<file path="config.mk">
export PLATFORM = sky130hd
export DESIGN_NAME = vic_entry
export DESIGN_NICKNAME = d
export VERILOG_FILES = /design/src/rtl/vic_entry_pkg.sv /design/src/rtl/vic_entry_ctrl.sv /design/src/rtl/vic_entry_dp.sv /design/src/rtl/vic_entry.sv
export SDC_FILE = /design/constraint.sdc
export NUM_CORES = 1
export LEC_CHECK = 0
export ABC_AREA = 1
export CORE_MARGIN = 3
export CORE_UTILIZATION = 30
export CTS_BUF_LIST = sky130_fd_sc_hd__clkbuf_8
export CTS_CLUSTER_SIZE = 40
export DETAILED_ROUTE_END_ITERATION = 12
export PLACE_DENSITY_LB_ADDON = 0.12
export SKIP_CTS_REPAIR_TIMING = 1
export SLEW_MARGIN = 40
export SYNTH_ARGS = -nofsm -noshare
export SYNTH_HDL_FRONTEND = slang
export SYNTH_SLANG_ARGS = --single-unit
</file>
<file path="constraint.sdc">
create_clock -name clk -period 1.5 [get_ports clk]
set_input_delay 0.15 -clock clk [delete_from_list [all_inputs] [get_ports clk]]
set_output_delay 0.15 -clock clk [all_outputs]
set_load 0.02 [all_outputs]
</file>
<file path="src/rtl/vic_entry_pkg.sv">
package vic_entry_pkg;
  localparam int STAT_W     = 32;
  localparam int ST_PIE     = 0;
  localparam int ST_USER    = 1;
  localparam int ST_XBUSY   = 2;
  localparam int ST_IBUSY   = 3;
  localparam int ST_LVL_LO  = 4;
  localparam int LVL_W      = 6;
  localparam int ST_CUR_LO  = 10;
  localparam int BANKF_W    = 6;
  localparam int ST_PREV_LO = 16;
  localparam int ST_NMI     = 22;
  localparam int ST_BIE     = 23;
  localparam int ST_SWITCH  = 31;

  typedef struct packed {
    logic fire;       // request accepted this cycle
    logic keepPrev;   // record old bank into PrevBank
    logic saveXs;     // old status to exception-save register
    logic saveBank;   // old status to bank status slot
    logic markSwitch; // bank differs from old one
    logic saveRa;     // return address to bank slot
  } entryCtl_t;
endpackage

</file>
<file path="src/rtl/vic_entry_ctrl.sv">
module vic_entry_ctrl
  import vic_entry_pkg::*;
#(
  parameter int BANK_W = 3
) (
  input  logic                clk,
  input  logic                rstN,
  input  logic                reqValid,
  input  logic [BANK_W-1:0]   reqBank,
  input  logic [STAT_W-1:0]   curStatus,
  output logic                reqReady,
  output entryCtl_t           ctl
);
  logic readyQ;
  logic excFree;
  logic bankNonZero;
  logic [BANKF_W-1:0] oldBank;

  always_ff @(posedge clk) begin
    if (!rstN) readyQ <= 1'b0;
    else       readyQ <= 1'b1;
  end

  assign reqReady    = readyQ;
  assign oldBank     = curStatus[ST_CUR_LO +: BANKF_W];
  assign excFree     = !curStatus[ST_XBUSY];
  assign bankNonZero = |reqBank;

  always_comb begin
    ctl            = '0;
    ctl.fire       = reqValid && readyQ;
    ctl.keepPrev   = excFree;
    ctl.saveXs     = ctl.fire && excFree && !bankNonZero;
    ctl.saveBank   = ctl.fire && excFree && bankNonZero;
    ctl.markSwitch = BANKF_W'(reqBank) != oldBank;
    ctl.saveRa     = ctl.fire && excFree;
  end

  assert_ready_after_reset_R1: assert property (@(posedge clk) disable iff (!rstN)
    $past(rstN) |-> reqReady);
endmodule

</file>
<file path="src/rtl/vic_entry_dp.sv">
module vic_entry_dp
  import vic_entry_pkg::*;
#(
  parameter int ADDR_W  = 32,
  parameter int BANK_W  = 3,
  parameter int SLOT_W  = 5,
  parameter int ST_SLOT = 30,
  parameter int RA_SLOT = 29
) (
  input  logic                clk,
  input  logic                rstN,
  input  entryCtl_t           ctl,
  input  logic [ADDR_W-1:0]   reqHandler,
  input  logic [BANK_W-1:0]   reqBank,
  input  logic [LVL_W-1:0]    reqLevel,
  input  logic                reqNmi,
  input  logic [STAT_W-1:0]   curStatus,
  input  logic [ADDR_W-1:0]   curPc,
  output logic                statusWe,
  output logic [STAT_W-1:0]   newStatus,
  output logic [ADDR_W-1:0]   newPc,
  output logic                xsWe,
  output logic [STAT_W-1:0]   xsData,
  output logic                bankStWe,
  output logic [BANK_W-1:0]   bankStSel,
  output logic [SLOT_W-1:0]   bankStIdx,
  output logic [STAT_W-1:0]   bankStData,
  output logic                bankRaWe,
  output logic [BANK_W-1:0]   bankRaSel,
  output logic [SLOT_W-1:0]   bankRaIdx,
  output logic [ADDR_W-1:0]   bankRaData
);
  logic [STAT_W-1:0] nextStatus;
  logic [STAT_W-1:0] savedStatus;
  logic [BANK_W-1:0] bankQ;

  always_comb begin
    nextStatus = curStatus;
    nextStatus[ST_CUR_LO +: BANKF_W] = BANKF_W'(reqBank);
    nextStatus[ST_LVL_LO +: LVL_W]   = reqLevel;
    nextStatus[ST_NMI]   = reqNmi;
    nextStatus[ST_BIE]   = 1'b0;
    nextStatus[ST_USER]  = 1'b0;
    nextStatus[ST_IBUSY] = 1'b1;
    if (ctl.keepPrev)
      nextStatus[ST_PREV_LO +: BANKF_W] = curStatus[ST_CUR_LO +: BANKF_W];
  end

  always_comb begin
    savedStatus = curStatus;
    if (ctl.markSwitch) savedStatus[ST_SWITCH] = 1'b1;
  end

  always_ff @(posedge clk) begin
    if (!rstN) begin
      statusWe   <= 1'b0;
      xsWe       <= 1'b0;
      bankStWe   <= 1'b0;
      bankRaWe   <= 1'b0;
      newStatus  <= '0;
      newPc      <= '0;
      xsData     <= '0;
      bankStData <= '0;
      bankRaData <= '0;
      bankQ      <= '0;
    end else begin
      statusWe <= ctl.fire;
      xsWe     <= ctl.saveXs;
      bankStWe <= ctl.saveBank;
      bankRaWe <= ctl.saveRa;
      if (ctl.fire) begin
        newStatus  <= nextStatus;
        newPc      <= reqHandler;
        xsData     <= curStatus;
        bankStData <= savedStatus;
        bankRaData <= curPc;
        bankQ      <= reqBank;
      end
    end
  end

  assign bankStSel = bankQ;
  assign bankRaSel = bankQ;
  assign bankStIdx = SLOT_W'(ST_SLOT);
  assign bankRaIdx = SLOT_W'(RA_SLOT);

  assert_update_follows_accept_R9: assert property (@(posedge clk) disable iff (!rstN)
    ctl.fire |=> statusWe);
  assert_no_spurious_update_R9: assert property (@(posedge clk) disable iff (!rstN)
    !ctl.fire |=> !statusWe && !xsWe && !bankStWe && !bankRaWe);
  assert_pc_is_handler_R3: assert property (@(posedge clk) disable iff (!rstN)
    ctl.fire |=> newPc == $past(reqHandler));
  assert_irq_busy_set_R2: assert property (@(posedge clk) disable iff (!rstN)
    statusWe |-> newStatus[ST_IBUSY] && !newStatus[ST_USER] && !newStatus[ST_BIE]);
  assert_xs_only_bank0_R5: assert property (@(posedge clk) disable iff (!rstN)
    ctl.fire |=> xsWe |-> $past(reqBank) == '0);
  assert_bank_save_has_ra_R7: assert property (@(posedge clk) disable iff (!rstN)
    bankStWe |-> bankRaWe && statusWe);
  assert_busy_no_save_R8: assert property (@(posedge clk) disable iff (!rstN)
    statusWe && newStatus[ST_XBUSY] |-> !xsWe && !bankStWe && !bankRaWe);
endmodule

</file>
<file path="src/rtl/vic_entry.sv">
module vic_entry
  import vic_entry_pkg::*;
#(
  parameter int ADDR_W  = 32,
  parameter int BANK_W  = 3,
  parameter int SLOT_W  = 5,
  parameter int ST_SLOT = 30,
  parameter int RA_SLOT = 29
) (
  input  logic                clk,
  input  logic                rstN,
  input  logic                reqValid,
  output logic                reqReady,
  input  logic [ADDR_W-1:0]   reqHandler,
  input  logic [BANK_W-1:0]   reqBank,
  input  logic [5:0]          reqLevel,
  input  logic                reqNmi,
  input  logic [31:0]         curStatus,
  input  logic [ADDR_W-1:0]   curPc,
  output logic                statusWe,
  output logic [31:0]         newStatus,
  output logic [ADDR_W-1:0]   newPc,
  output logic                xsWe,
  output logic [31:0]         xsData,
  output logic                bankStWe,
  output logic [BANK_W-1:0]   bankStSel,
  output logic [SLOT_W-1:0]   bankStIdx,
  output logic [31:0]         bankStData,
  output logic                bankRaWe,
  output logic [BANK_W-1:0]   bankRaSel,
  output logic [SLOT_W-1:0]   bankRaIdx,
  output logic [ADDR_W-1:0]   bankRaData
);
  entryCtl_t ctl;

  vic_entry_ctrl #(.BANK_W(BANK_W)) uCtrl (
    .clk(clk), .rstN(rstN), .reqValid(reqValid), .reqBank(reqBank),
    .curStatus(curStatus), .reqReady(reqReady), .ctl(ctl)
  );

  vic_entry_dp #(
    .ADDR_W(ADDR_W), .BANK_W(BANK_W), .SLOT_W(SLOT_W),
    .ST_SLOT(ST_SLOT), .RA_SLOT(RA_SLOT)
  ) uDp (
    .clk(clk), .rstN(rstN), .ctl(ctl),
    .reqHandler(reqHandler), .reqBank(reqBank), .reqLevel(reqLevel),
    .reqNmi(reqNmi), .curStatus(curStatus), .curPc(curPc),
    .statusWe(statusWe), .newStatus(newStatus), .newPc(newPc),
    .xsWe(xsWe), .xsData(xsData),
    .bankStWe(bankStWe), .bankStSel(bankStSel), .bankStIdx(bankStIdx),
    .bankStData(bankStData),
    .bankRaWe(bankRaWe), .bankRaSel(bankRaSel), .bankRaIdx(bankRaIdx),
    .bankRaData(bankRaData)
  );
endmodule

</file>
* Word-level counts from Yosys, hierarchy flattened
Index checks and enable logic that the tools add are counted.
Cells by class: equality and inequality tests 1, mux-type cells 3, reductions and logical operators 7
Operators with widths (number):
- $mux W6 | 1
- $ne A3 B6 Y1 | 1
- $logic_and A1 B1 Y1 | 4
- $reduce_or A3 Y1 | 1
- $logic_not A1 Y1 | 2
- $mux W1 | 2
Word-level totals: bits in registers 163, output and inout bits 181

* Depth between registers and ports, before layout
Gate-level depths: netlist of the first run.
depth in word-level cells 3, depth in mapped cells 6, gate-level depth less buffers 6

* Hierarchy
A second synthesis of the first run with hierarchy kept.
Unflattened totals: cell total of the unflattened synthesis 613, area, all modules 4730.8 um^2
By module, submodules not included:
- vic_entry_dp | instances 1, cells each 582, area each 4576.9 um^2, sequential area each 2362.3 um^2
- vic_entry_ctrl | instances 1, cells each 31, area each 153.9 um^2, sequential area each 20.0 um^2

* Worst setup path before layout of the first run
OpenSTA, ideal clock, no wires.
path type register to register, start reg uCtrl.readyQ (netlist: uCtrl.reqReady), end reg uDp.bankRaData[10], arrival time 1.071 ns, data required time 1.384 ns, setup slack 0.314 ns, cell stages (with the launch flop) 6, path buffers 2, period minus slack after synthesis 1.186 ns, cells stage by stage dfxtp_1 nand2_2 buf_4 buf_4 o21ai_0 nor2_1
Between the ends: word-level cells in the longest chain between the ends 1
Ends and longest elaborated chain:
- from (decl) | RTL line vic_entry_ctrl.sv:14 | logic readyQ;
- from (signal assigned) | RTL line vic_entry_ctrl.sv:20 | if (!rstN) readyQ <= 1'b0;
- from (signal assigned) | RTL line vic_entry_ctrl.sv:21 | else readyQ <= 1'b1;
- $logic_and A1 B1 Y1 | RTL line vic_entry_ctrl.sv:31 | ctl.fire = reqValid && readyQ;
- to (signal assigned) | RTL line vic_entry_dp.sv:76 | bankRaData <= curPc;
- to (decl) | RTL line vic_entry_dp.sv:31 | output logic [ADDR_W-1:0] bankRaData
No other way between the ends. A chain may end at the register's enable or synchronous reset.

* Worst setup path after layout of the first run
start reg uCtrl.readyQ (netlist: uCtrl.reqReady), end reg uDp.newPc[15]
Between the ends: word-level cells in the longest chain between the ends 1
Ends and longest elaborated chain:
- $logic_and A1 B1 Y1 | RTL line vic_entry_ctrl.sv:31
- to (signal assigned) | RTL line vic_entry_dp.sv:73 | newPc <= reqHandler;
- to (decl) | RTL line vic_entry_dp.sv:21 | output logic [ADDR_W-1:0] newPc,
No other way between the ends.

==> summary.md, run 1 <==
| Metric | Value |
|---|---|
| FMAX | `778.8 MHz` |
| Mux contribution to synthesized area | `0%` |
| Combinational Power Share | `21.3%` |
| RSZ-0062 raised after global routing | `false` |
| # setup viols final | `0` |
| Post-route ant nets | `0` |
| Launch point of the worst path | `uCtrl.reqReady` |
| Rows | `44` |
| Starting density of the core | `around a third` |
| P_int | `5.843 mW` |
| H-tree lvl count | `4` |
| Critical Path Slowest Stage Cell | `dfxtp_1` |
| Post-synthesis simple-gate area fraction | `17.95%` |
| Largest family of logic cells by synthesized area | `simple AND/OR/NAND/NOR gates` |
| Power Density | `1001 nW/um^2` |
| IO buf count | `approximately 270` |
| Vias per cell | `approximately 4.4` |
| Nets@finish | `919` |
| Post-DP HPWL | `10880 um` |
| Synth Cell Area | `4643 sq um` |
| Mean Syn Cell Area | `7.924 sq um` |
| Post-route cell area | `7964 sq um` |
| Xor-xnor portion of the synthesized cell area | `0.1886%` |
| Hold WC Path Type | `in2reg` |
| Drt drc | `0` |
| Placed cell count | `975` |
| Pleak | `between 5 and 6 nW` |
| Initial antenna violation count | `0` |
| CTS tree | `done` |
| Final core utilization | `53.78%` |
| Syn-to-layout area delta | `71.52%` |
| Area occupied by multi-input gates | `1564 sq um` |
| CP Buf/Inv Count | `2` |
| Hold Path Origin | `rstN` |
| Crit-path max cell delay | `0.34 ns` |
| Critical-path cell list | `nand2_2 > inv_4 > buf_4 > nor2_1 > nor2_1` |
| Status | `finished, final reports clean` |
| RePlAce Congestion | `between 0.8 and 0.9` |
| Die Ht | `about 130 um` |
| Most frequent cell on the critical path | `nor2_1` |
| Worst Setup Path Type | `reg2reg` |
| WP data arrival | `between 1.5 and 2 ns` |
| Drt first pass iters | `4` |
| Clock share of power | `35.0%` |
| Filler Cell Count | `1386` |
| Adder-cell share of the synthesized area | `0%` |
| Critical Path RT | `1.85 ns` |
| Yosys reg bits | `119` |
| Die area | `17010 sq um` |
| Hold Fails Final Rpt | `0` |
| DRT iter0 DRCs | `about 200` |
| Tot GR Track Use | `16.57%` |
| Seq pwr share | `a little over two fifths` |
| Placeable core area | `14810 sq um` |
| Final worst-path cycle share | `85.60%` |
| Flip-flop and latch area | `2382 sq um` |
| Vias in the first global route | `about 4.2k` |
| DP Area | `7171 sq um` |
| Worst Skew | `0.006543 ns` |
| Max_cap viols | `0` |
| Die W | `about 130 um` |
| Clock transition at path regs | `0.07 ns` |
| Startpoint types | `register` |
| Post-Layout Cell Count | `approximately 1.0k` |
| Syn. warnings | `0` |
| IO Pins | `290` |
| CP Capture Type | `register` |
| Synth unique cells | `21` |
| Compound-cell area share of the yosys netlist | `between 10% and 20%` |
| Switching power | `2.128 mW` |
| Drt wl/cell | `14.87 um` |
| Post-Route WL | `approximately 15000 um` |
| Largest net degree at the start of global routing | `54` |
| VDD IR-drop max | `0.4467 mV` |
| Final min period | `1.284 ns` |
| Global-route wire length before repair | `~22000 um` |
| Reg2reg start | `uCtrl.reqReady` |
| CTS Buffer Depth | `2` |
| Grt total ovfl | `0` |
| CTS buffer count | `17` |
| Clock Tree Root | `clkbuf_8` |
| CP Max Fanout | `31` |
| Worst-Skew Late Latency | `0.42 ns` |
| Seq/Total Area, Yosys | `51.31%` |
| Delay-heaviest family, CP | `buffers and inverters` |
| Syn Inst Count | `586` |
| Sw Ratio | `26.69%` |
| Inserted Diodes | `0` |
| Share of cells above drive strength 1 | `under 10%` |
| Max Slew Vio Count | `0` |
| # clock sinks | `119` |
| Via count | `between 4k and 5k` |
[cells in the mapped netlist]
master	n	share of area, %
a21oi_1	12	1.3
buf_2	14	1.5
buf_4	66	11
buf_6	5	1.2
clkbuf_1	12	0.97
conb_1	2	0.16
dfxtp_1	119	51
inv_1	20	1.6
inv_2	1	0.081
nand2_1	10	0.81
nand2_2	2	0.27
nand3_1	3	0.32
nand4_1	1	0.13
nor2_1	197	16
nor2_2	1	0.13
nor2_4	1	0.24
nor3_1	1	0.11
o21a_1	6	0.97
o21ai_0	101	11
o21ai_1	11	1.2
xnor2_1	1	0.19
[cell type report]
type,instances,area share [%]
clock buffer,22,3.802
clock inverter,5,0.9427
inverter,21,1.021
multi-input combinational,362,19.64
sequential,119,29.91
tap,184,2.891
timing repair buffer,289,41.79
[cell families after synthesis]
| group | after synthesis |
|---|---|
| and+or+nand+nor | 216 |
| DFF | 119 |
| other | 2 |
| AOI/OAI and AO/OA | 130 |
| xor gates and xnor gates | 1 |
| buffers and inverters | 118 |
[through the flow]
stage          setup TNS (ns)  setup WS (ns)  power [mW]  hold slack, ns
2_1_floorplan               0         0.3135       4.482          0.1777
3_3_place_gp           -1.637       -0.05520       5.313          0.4632
3_5_place_dp           -2.567       -0.08606       5.330          0.4633
4_1_cts                -14.56        -0.1770       8.181          0.1385
5_1_grt                     0        0.08420       8.372          0.1949
6_report                    0         0.2160       7.971          0.1805
[sequential cells by signal (all words and copies together) (netlist names)]
register	count
uDp.bankStWe	1
uDp.xsWe	1
uDp.bankStData	32
uDp.bankRaWe	1
uCtrl.reqReady	1
uDp.bankRaSel	2
uDp.xsData	1
uDp.newPc	32
uDp.newStatus	15
uDp.statusWe	1
uDp.bankRaData	32
[placed cells by master, fill, tap and decap left out]
master	instances
a21oi_1	12
buf_12	5
buf_2	1
buf_4	10
bufinv_16	2
clkbuf_8	22
clkdlybuf4s50_1	107
clkinvlp_4	1
conb_1	15
dfxtp_1	119
dlymetal6s2s_1	166
inv_1	22
inv_4	1
nand2_1	10
nand2_2	2
nand3_1	3
nand4_1	1
nor2_1	197
nor2_2	1
nor2_4	1
nor3_1	1
o21a_1	6
o21ai_0	101
o21ai_1	11
xnor2_1	1
[routing by layer]
layer | share of wire, % | vias up | global-route usage [%] | wire length [um]
met3 | 9.2 | 16 | 6.260 | 1363
met5 | 0 | - | 0 | 0
li1 | - | 2223 | - | -
met4 | 1.5 | 0 | 5.989 | 221
met2 | 49 | 179 | 27.25 | 7282
met1 | 40 | 2019 | 19.87 | 6028
[power by group through the flow]
stage	clock, mW	combinational, mW	sequential [mW]
CTS	2.91	1.77	3.50
global route	3.03	1.84	3.51
finish	2.79	1.70	3.48
global placement	0	1.75	3.56
detailed placement	0	1.76	3.57
floorplan	0	0.679	3.80
[tightest hold or removal path, cell delays in order]
cell,delay [ns]
buf_2,0.10
inv_1,0.18
nor2_1,0.14
[path summary, 6_finish.rpt]
check,endpoint,slack [ns],depth (start not counted)
worst max register to register,uDp.newPc[15],0.22,5
worst min-delay path,uDp.newStatus[3],0.18,3
worst min register to register,uDp.newStatus[3],0.47,2
worst max-delay path,uDp.newPc[15],0.22,5
No activity file was read; power rests on OpenSTA's default activity.
==> run 2: changes to the inputs <==
ABC_AREA = unset   (was 1)
PLACE_DENSITY_LB_ADDON = 0.05   (was 0.12)
clock period = 1.05 ns   (was 1.5 ns; I/O delays follow)
==> run 2 against run 1 <==
  * The flow now finishes with violations (setup timing)
  * Via count grew 4.4%
  * Critical path depth shrank 1
  * Total power grew 38%
  * Critical path type unchanged
  * Largest power group unchanged
==> summary.md, run 2 <==
| Metric | Value |
|---|---|
| Grt total ovfl | `0 (unchanged)` |
| Startpoint types | `register` |
| Combinational Power Share | `21.8% (+0.5 points)` |
| R2R setup slack | `-0.08 ns (-0.30 ns)` |
| FMAX | `882.7 MHz (+13%)` |
| CTS tree | `done` |
| Clock Tree Root | `clkbuf_8` |
| Placeable core area | `15540 sq um (+4.9%)` |
| Reg2reg start | `uCtrl.reqReady` |
| Asr flop ratio synth | `0% (unchanged)` |
| Worst Skew | `0.006943 ns (+0.0004000 ns)` |
| Via count | `4631 (+4.4%)` |
| Post-DP HPWL | `11500 um (+5.7%)` |
| Hold Path Origin | `rstN` |
| Tot GR Track Use | `16.44% (-0.13 points)` |
| Post-Route WL | `17260 um (+16%)` |
| Syn. warnings | `0 (unchanged)` |
| RePlAce Congestion | `0.7256 (-13%)` |
| Failing checks | `setup timing` |
| Hold path cells | `2 (-1)` |
| Pleak | `3.840 nW (-31%)` |
| Syn-to-layout area delta | `81.44%` |
| Crit-path max cell delay | `0.39 ns (+0.05 ns)` |
| CP Capture Type | `register` |
| Drt drc | `0 (unchanged)` |
| CP Max Fanout | `12 (-61%)` |
| Synth unique cells | `21 (unchanged)` |
| Largest cells by area after synthesis | `dfxtp_1, nand2_1, a21boi_0, buf_4, a21boi_1` |
| Die area | `17790 sq um (+4.6%)` |
| R2r worst-path depth | `4 (-1)` |
| Launch point of the worst path | `uCtrl.reqReady` |
| Predominant post-synthesis flop cell | `dfxtp_1` |
| Largest regs | `uDp.bankRaData: 32 flops, uDp.bankStData: 32 flops, uDp.newPc: 32 flops` |
| Critical Path Slowest Stage Cell | `dfxtp_4` |
| Most frequent cells in the layout | `nand2_1, buf_6, clkdlybuf4s50_1` |
| Vias in the first global route | `4319 (+2.2%)` |
| CTS buffer count | `17 (unchanged)` |
| Mean Syn Cell Area | `8.511 sq um (+7.4%)` |
| Share of the synthesized area in the top cell type | `48.93% (-2.4 points)` |
| Worst Hold End | `uDp.statusWe` |
| DRT iter0 DRCs | `145 (-27%)` |
| H-tree lvl count | `4 (unchanged)` |
| Hold WC Path Type | `in2reg` |
| Switching power | `2.971 mW (+40%)` |
| Vias per cell | `4.415 (-0.30%)` |
| Worst-Skew Late Latency | `0.42 ns (about the same)` |
| Critical Path RT | `1.39 ns (-0.46 ns)` |
| Final core utilization | `56.84% (+3.1 points)` |
| Most used standard cell by instance count after synthesis | `nand2_1` |
| Die Ht | `133.4 um (+2.3%)` |
| Inserted Diodes | `0 (unchanged)` |
| Critical-path cell list | `and2_4 > clkbuf_16 > nand2_1 > a21boi_0` |
| Max_cap viols | `0 (unchanged)` |
| WHS | `0.04974 ns (-0.1307 ns)` |
| Seq/Total Area, Yosys | `48.93% (-2.4 points)` |
| Clock share of power | `33.4% (-1.6 points)` |
| Hold Fails Final Rpt | `0 (unchanged)` |
| Total Neg Setup Slack | `-3.154 ns (-3.154 ns)` |
| Post-route ant nets | `0 (unchanged)` |
| IO Pins | `290 (unchanged)` |
| Syn Inst Count | `572 (-2.4%)` |
| Worst Setup Path Type | `reg2reg` |
| RSZ-0062 raised after global routing | `true` |
| Global-route wire length before repair | `23000 um (+4.9%)` |
| # clock sinks | `119 (unchanged)` |
| Power Density | `1242 nW/um^2 (+24%)` |
| Drt wl/cell | `16.46 um (+11%)` |
| Sw Ratio | `27.08% (+0.39 points)` |
| EDFF count, synth | `0 (unchanged)` |
| Rows | `45 (+2.3%)` |
| Final worst-path cycle share | `107.9% (+22 points)` |
| Yosys reg bits | `119 (unchanged)` |
| P_int | `8.001 mW (+37%)` |
| Seq pwr share | `44.8% (+1.1 points)` |
| Largest net degree at the start of global routing | `61 (+13%)` |
| Initial antenna violation count | `0 (unchanged)` |
| Setup slack after layout | `-0.08283 ns (-0.2988 ns)` |
| CTS Buffer Depth | `2 (unchanged)` |
| WP data arrival | `1.47 ns (-0.17 ns)` |
| Nets@finish | `936 (+1.8%)` |
| Max Slew Vio Count | `0 (unchanged)` |
| Share of cells above drive strength 1 | `46.42% (+41 points)` |
| Die W | `133.4 um (+2.3%)` |
| Clock transition at path regs | `0.06 ns (about the same)` |
| R2R Path End | `uDp.xsData[31]` |
| Drt first pass iters | `4 (unchanged)` |
| Synth Cell Area | `4868 sq um (+4.9%)` |
| VDD IR-drop max | `0.8720 mV (+95%)` |
| Status | `finished with violations` |
| Commonest non-fill, non-tap cell in the layout | `nand2_1` |
| # setup viols final | `90 (+90)` |
| Post-synth top cells | `nand2_1, dfxtp_1, a21boi_0, buf_4, clkbuf_1` |
| Final min period | `1.133 ns (-0.1512 ns)` |
| Area leader, netlist | `dfxtp_1` |
| Starting density of the core | `31.33% (about the same)` |
| IO buf count | `274 (unchanged)` |
-- run 2: cell types whose count changed after synthesis, moves of 6 or more --
| cell | delta |
|---|---|
| a21oi_1 | -11 |
| nor2_1 | -197 |
| a21boi_1 | +20 |
| a21boi_0 | +86 |
| nand2_1 | +208 |
| mux2i_1 | +6 |
| o21ai_0 | -100 |
| inv_1 | -20 |
| o211a_1 | +6 |
| clkbuf_1 | +9 |
| o21ai_1 | -11 |
-- run 2: power groups by stage --
stage | clock network, mW | logic [mW] | registers (mW)
5_1_grt | 4.03 | 2.54 | 4.95
3_3_place_gp | 0 | 2.06 | 4.96
4_1_cts | 3.80 | 2.08 | 4.87
2_1_floorplan | 0 | 0.759 | 5.20
3_5_place_dp | 0 | 2.07 | 4.97
6_report | 3.66 | 2.39 | 4.92
-- run 2: logic make-up (layout without fill, tap and decap cells) --
family                    after synthesis  in the layout  synth area share [%]
and+or+nand+nor                       227            229                 17.96
buffers and inverters                 100            351                 13.24
DFF                                   119            119                 48.93
muxes                                   6              6                 1.234
AOI/OAI and AO/OA                     115            115                 17.94
xor gates and xnor gates                3              3                0.5398
other                                   2             15                0.1543
-- run 2: routing by layer --
layer	track usage, %	share of wire (%)
met4	5.543	1.7
met1	17.91	38
met2	28.53	51
met5	0	0
met3	7.326	8.9
-- run 2: how the worst max path moves through the flow --
stage	cells past startpoint	end
after floorplan	5	uDp.newStatus[16]
after global placement	4	uDp.bankStData[31]
after detailed placement	4	uDp.bankStData[31]
after CTS	1	bankRaSel[2]
after global routing	4	uDp.newPc[15]
final	4	uDp.xsData[31]
-- run 2: cell type report --
cell class,instances,area (sq um)
timing repair buffer,321,3526
tap,211,264.0
multi-input combinational,368,2128
sequential,119,2572
clock buffer,20,275.3
clock inverter,10,67.56
fill,1407,6706
-- run 2: worst max-delay path: cells and delay by family, from the launching register on --
kind | cells | cell delay, ns
and+or+nand+nor | 2 | 0.32
buffers and inverters | 1 | 0.20
AOI/OAI and AO/OA | 1 | 0.14
DFF | 1 | 0.39
-- run 2: through the flow --
step	instance area (sq um)	instances	worst slack, ns	power (mW)
2_1_floorplan	4937	585	-0.1079	5.962
3_3_place_gp	7574	993	-0.6142	7.018
3_5_place_dp	7574	993	-0.5859	7.042
4_1_cts	7916	1023	-0.5977	10.75
5_1_grt	8833	1049	-0.1411	11.51
6_report	8833	1049	-0.08283	10.97
==> run 3: changes to the inputs <==
ABC_AREA = 1   (was unset)
==> run 3 against run 2 <==
  * The run still ends with setup timing left
  * Total power is 8.1% higher
  * Highest routed layer unchanged
  * Critical path depth did not move
  * Cell count fell by 3.0%
  * Maximum frequency rose by 3.6%
  * Global-route usage is essentially flat
  * Combinational power grew 13%
  * Register-to-register slack better by 0.04 ns
==> summary.md, run 3 (synthesized netlist as in run 1, its figures left out) <==
| Metric | Value |
|---|---|
| Failing checks | `setup timing` |
| Area occupied by multi-input gates | `1658 sq um (-22%)` |
| Die Ht | `130.4 um (-2.2%)` |
| Filler Cell Count | `1402 (-0.36%)` |
| Final worst-path cycle share | `104.1% (-3.7 points)` |
| FMAX | `914.5 MHz (+3.6%)` |
| Startpoint types | `register` |
| CP Buf/Inv Count | `1 (unchanged)` |
| Critical-path cell list | `nand2_8 > buf_16 > o21ai_0 > nor2_1` |
| Delay-heaviest family, CP | `flip-flops` |
| Critical Path Slowest Stage Cell | `dfxtp_4` |
| R2R setup slack | `-0.04 ns (+0.04 ns)` |
| Share of cells above drive strength 1 | `42.93% (-3.5 points)` |
| IO Pins | `290 (unchanged)` |
| Final min period | `1.094 ns (-0.03930 ns)` |
| Drt wl/cell | `14.72 um (-11%)` |
| Post-route ant nets | `0 (unchanged)` |
| Largest net degree at the start of global routing | `75 (+23%)` |
| Worst Setup Path Type | `reg2reg` |
| Setup slack after layout | `-0.04353 ns (+0.03930 ns)` |
| Post-Route WL | `14990 um (-13%)` |
| Nets@finish | `930 (-0.64%)` |
| IO buf count | `274 (unchanged)` |
| Max_cap viols | `0 (unchanged)` |
| Grt total ovfl | `0 (unchanged)` |
| Placeable core area | `14810 sq um (-4.7%)` |
| Worst Skew | `0.008929 ns (+0.001985 ns)` |
| CTS Buffer Depth | `2 (unchanged)` |
| CTS buffer count | `17 (unchanged)` |
| Tot GR Track Use | `16.42% (-0.019 points)` |
| Die area | `17010 sq um (-4.4%)` |
| Via count | `4518 (-2.4%)` |
| RePlAce Congestion | `0.7688 (+6.0%)` |
| Critical Path RT | `1.36 ns (-0.03 ns)` |
| Hold Fails Final Rpt | `0 (unchanged)` |
| Commonest non-fill, non-tap cell in the layout | `nor2_1` |
| Crit-path max cell delay | `0.37 ns (-0.02 ns)` |
| WHS | `0.1028 ns (+0.05309 ns)` |
| Clock Tree Root | `clkbuf_8` |
| Launch point of the worst path | `uCtrl.reqReady` |
| # setup viols final | `40 (-56%)` |
| Drt first pass iters | `4 (unchanged)` |
| # clock sinks | `119 (unchanged)` |
| Pleak | `3.554 nW (-7.4%)` |
| Initial antenna violation count | `0 (unchanged)` |
| Syn-to-layout area delta | `76.91%` |
| Vias in the first global route | `4194 (-2.9%)` |
| Starting density of the core | `31.35% (about the same)` |
| CP Capture Type | `register` |
| Reg2reg start | `uCtrl.reqReady` |
| Max Slew Vio Count | `0 (unchanged)` |
| Vias per cell | `4.438 (+0.53%)` |
| CP Max Fanout | `74 (+62)` |
| Largest regs | `uDp.bankRaData: 32 flops, uDp.bankStData: 32 flops, uDp.newPc: 32 flops` |
| CTS tree | `done` |
| Most frequent cells in the layout | `nor2_1, buf_6, clkdlybuf4s50_1` |
| RSZ-0062 raised after global routing | `true` |
| Status | `finished with violations` |
| R2R Path End | `uDp.bankStData[7]` |
| Post-DP HPWL | `10880 um (-5.3%)` |
| Power Density | `1445 nW/um^2 (+16%)` |
| R2r worst-path depth | `4 (unchanged)` |
| H-tree lvl count | `4 (unchanged)` |
| WP depth | `4 (unchanged)` |
| Drt drc | `0 (unchanged)` |
| Inserted Diodes | `0 (unchanged)` |
| Hold WC Path Type | `in2reg` |
| Worst-Skew Late Latency | `0.43 ns (about the same)` |
| Critical path endpoint | `uDp.bankStData[7]` |
| WP data arrival | `1.41 ns (-0.06 ns)` |
| VDD IR-drop max | `0.6797 mV (-22%)` |
| Global-route wire length before repair | `21780 um (-5.3%)` |
| Die W | `130.4 um (-2.2%)` |
| Rows | `44 (-2.2%)` |
| Total chip power | `11.87 mW (+8.1%)` |
| Clock transition at path regs | `0.07 ns (about the same)` |
| DRT iter0 DRCs | `165 (+14%)` |
| Flip-flop and latch area | `2574 sq um (about the same)` |
| Pre-CTS worst setup slack | `-0.3932 ns (+0.1927 ns)` |
-- run 3: cell count changes in the layout (fill, tap and decap cells not counted), sizes merged, moves of 11 or more --
cell	change
a21boi	-106
inv	+17
buf	-11
a21oi	+11
o21ai	+111
nand2	-207
nor2	+199
-- run 3: layer usage --
layer,vias to the layer above,global-route usage (%),wire [um],share of wire (%)
li1,2260,-,-,-
met2,176,28.30,7676,51
met4,0,5.445,175,1.2
met3,13,6.585,1393,9.3
met1,2069,18.57,5745,38
met5,-,0,0,0
-- run 3: final cells by class --
cell class	instances	area share, %
Clock buffer	24	4.021
Clock inverter	8	0.8225
Inverter	21	1.051
Multi-Input combinational cell	362	20.18
Sequential cell	119	31.33
Tap cell	184	2.803
Timing Repair Buffer	300	39.79
-- run 3: worst min-delay path by stage --
stage	from	to	slack, ns	depth (start not counted)
floorplan	rstN	uCtrl.reqReady	0.13	0
global placement	uDp.newStatus[3]	uDp.newStatus[3]	0.46	2
detailed placement	uDp.newPc[8]	uDp.newPc[8]	0.47	2
CTS	rstN	uDp.statusWe	0.02	3
global route	rstN	uCtrl.reqReady	0.08	2
finish	rstN	uCtrl.reqReady	0.10	2
-- run 3: where the power goes --
| group | switching, mW | internal, mW |
|---|---|---|
| Combinational | 1.29 | 1.43 |
| Clock | 1.75 | 2.29 |
| Sequential | 0.261 | 4.85 |
-- run 3: metrics by stage --
| step | TNS [ns] | cells | utilization (%) | instance area (sq um) |
|---|---|---|---|---|
| finish | -0.4863 | 1018 | 55.47 | 8214 |
| global route | -8.695 | 1018 | 55.47 | 8214 |
| CTS | -88.61 | 1015 | 52.04 | 7707 |
| detailed placement | -38.85 | 983 | 49.36 | 7310 |
| global placement | -35.99 | 983 | 49.36 | 7310 |
| floorplan | 0 | 599 | - | 4703 |
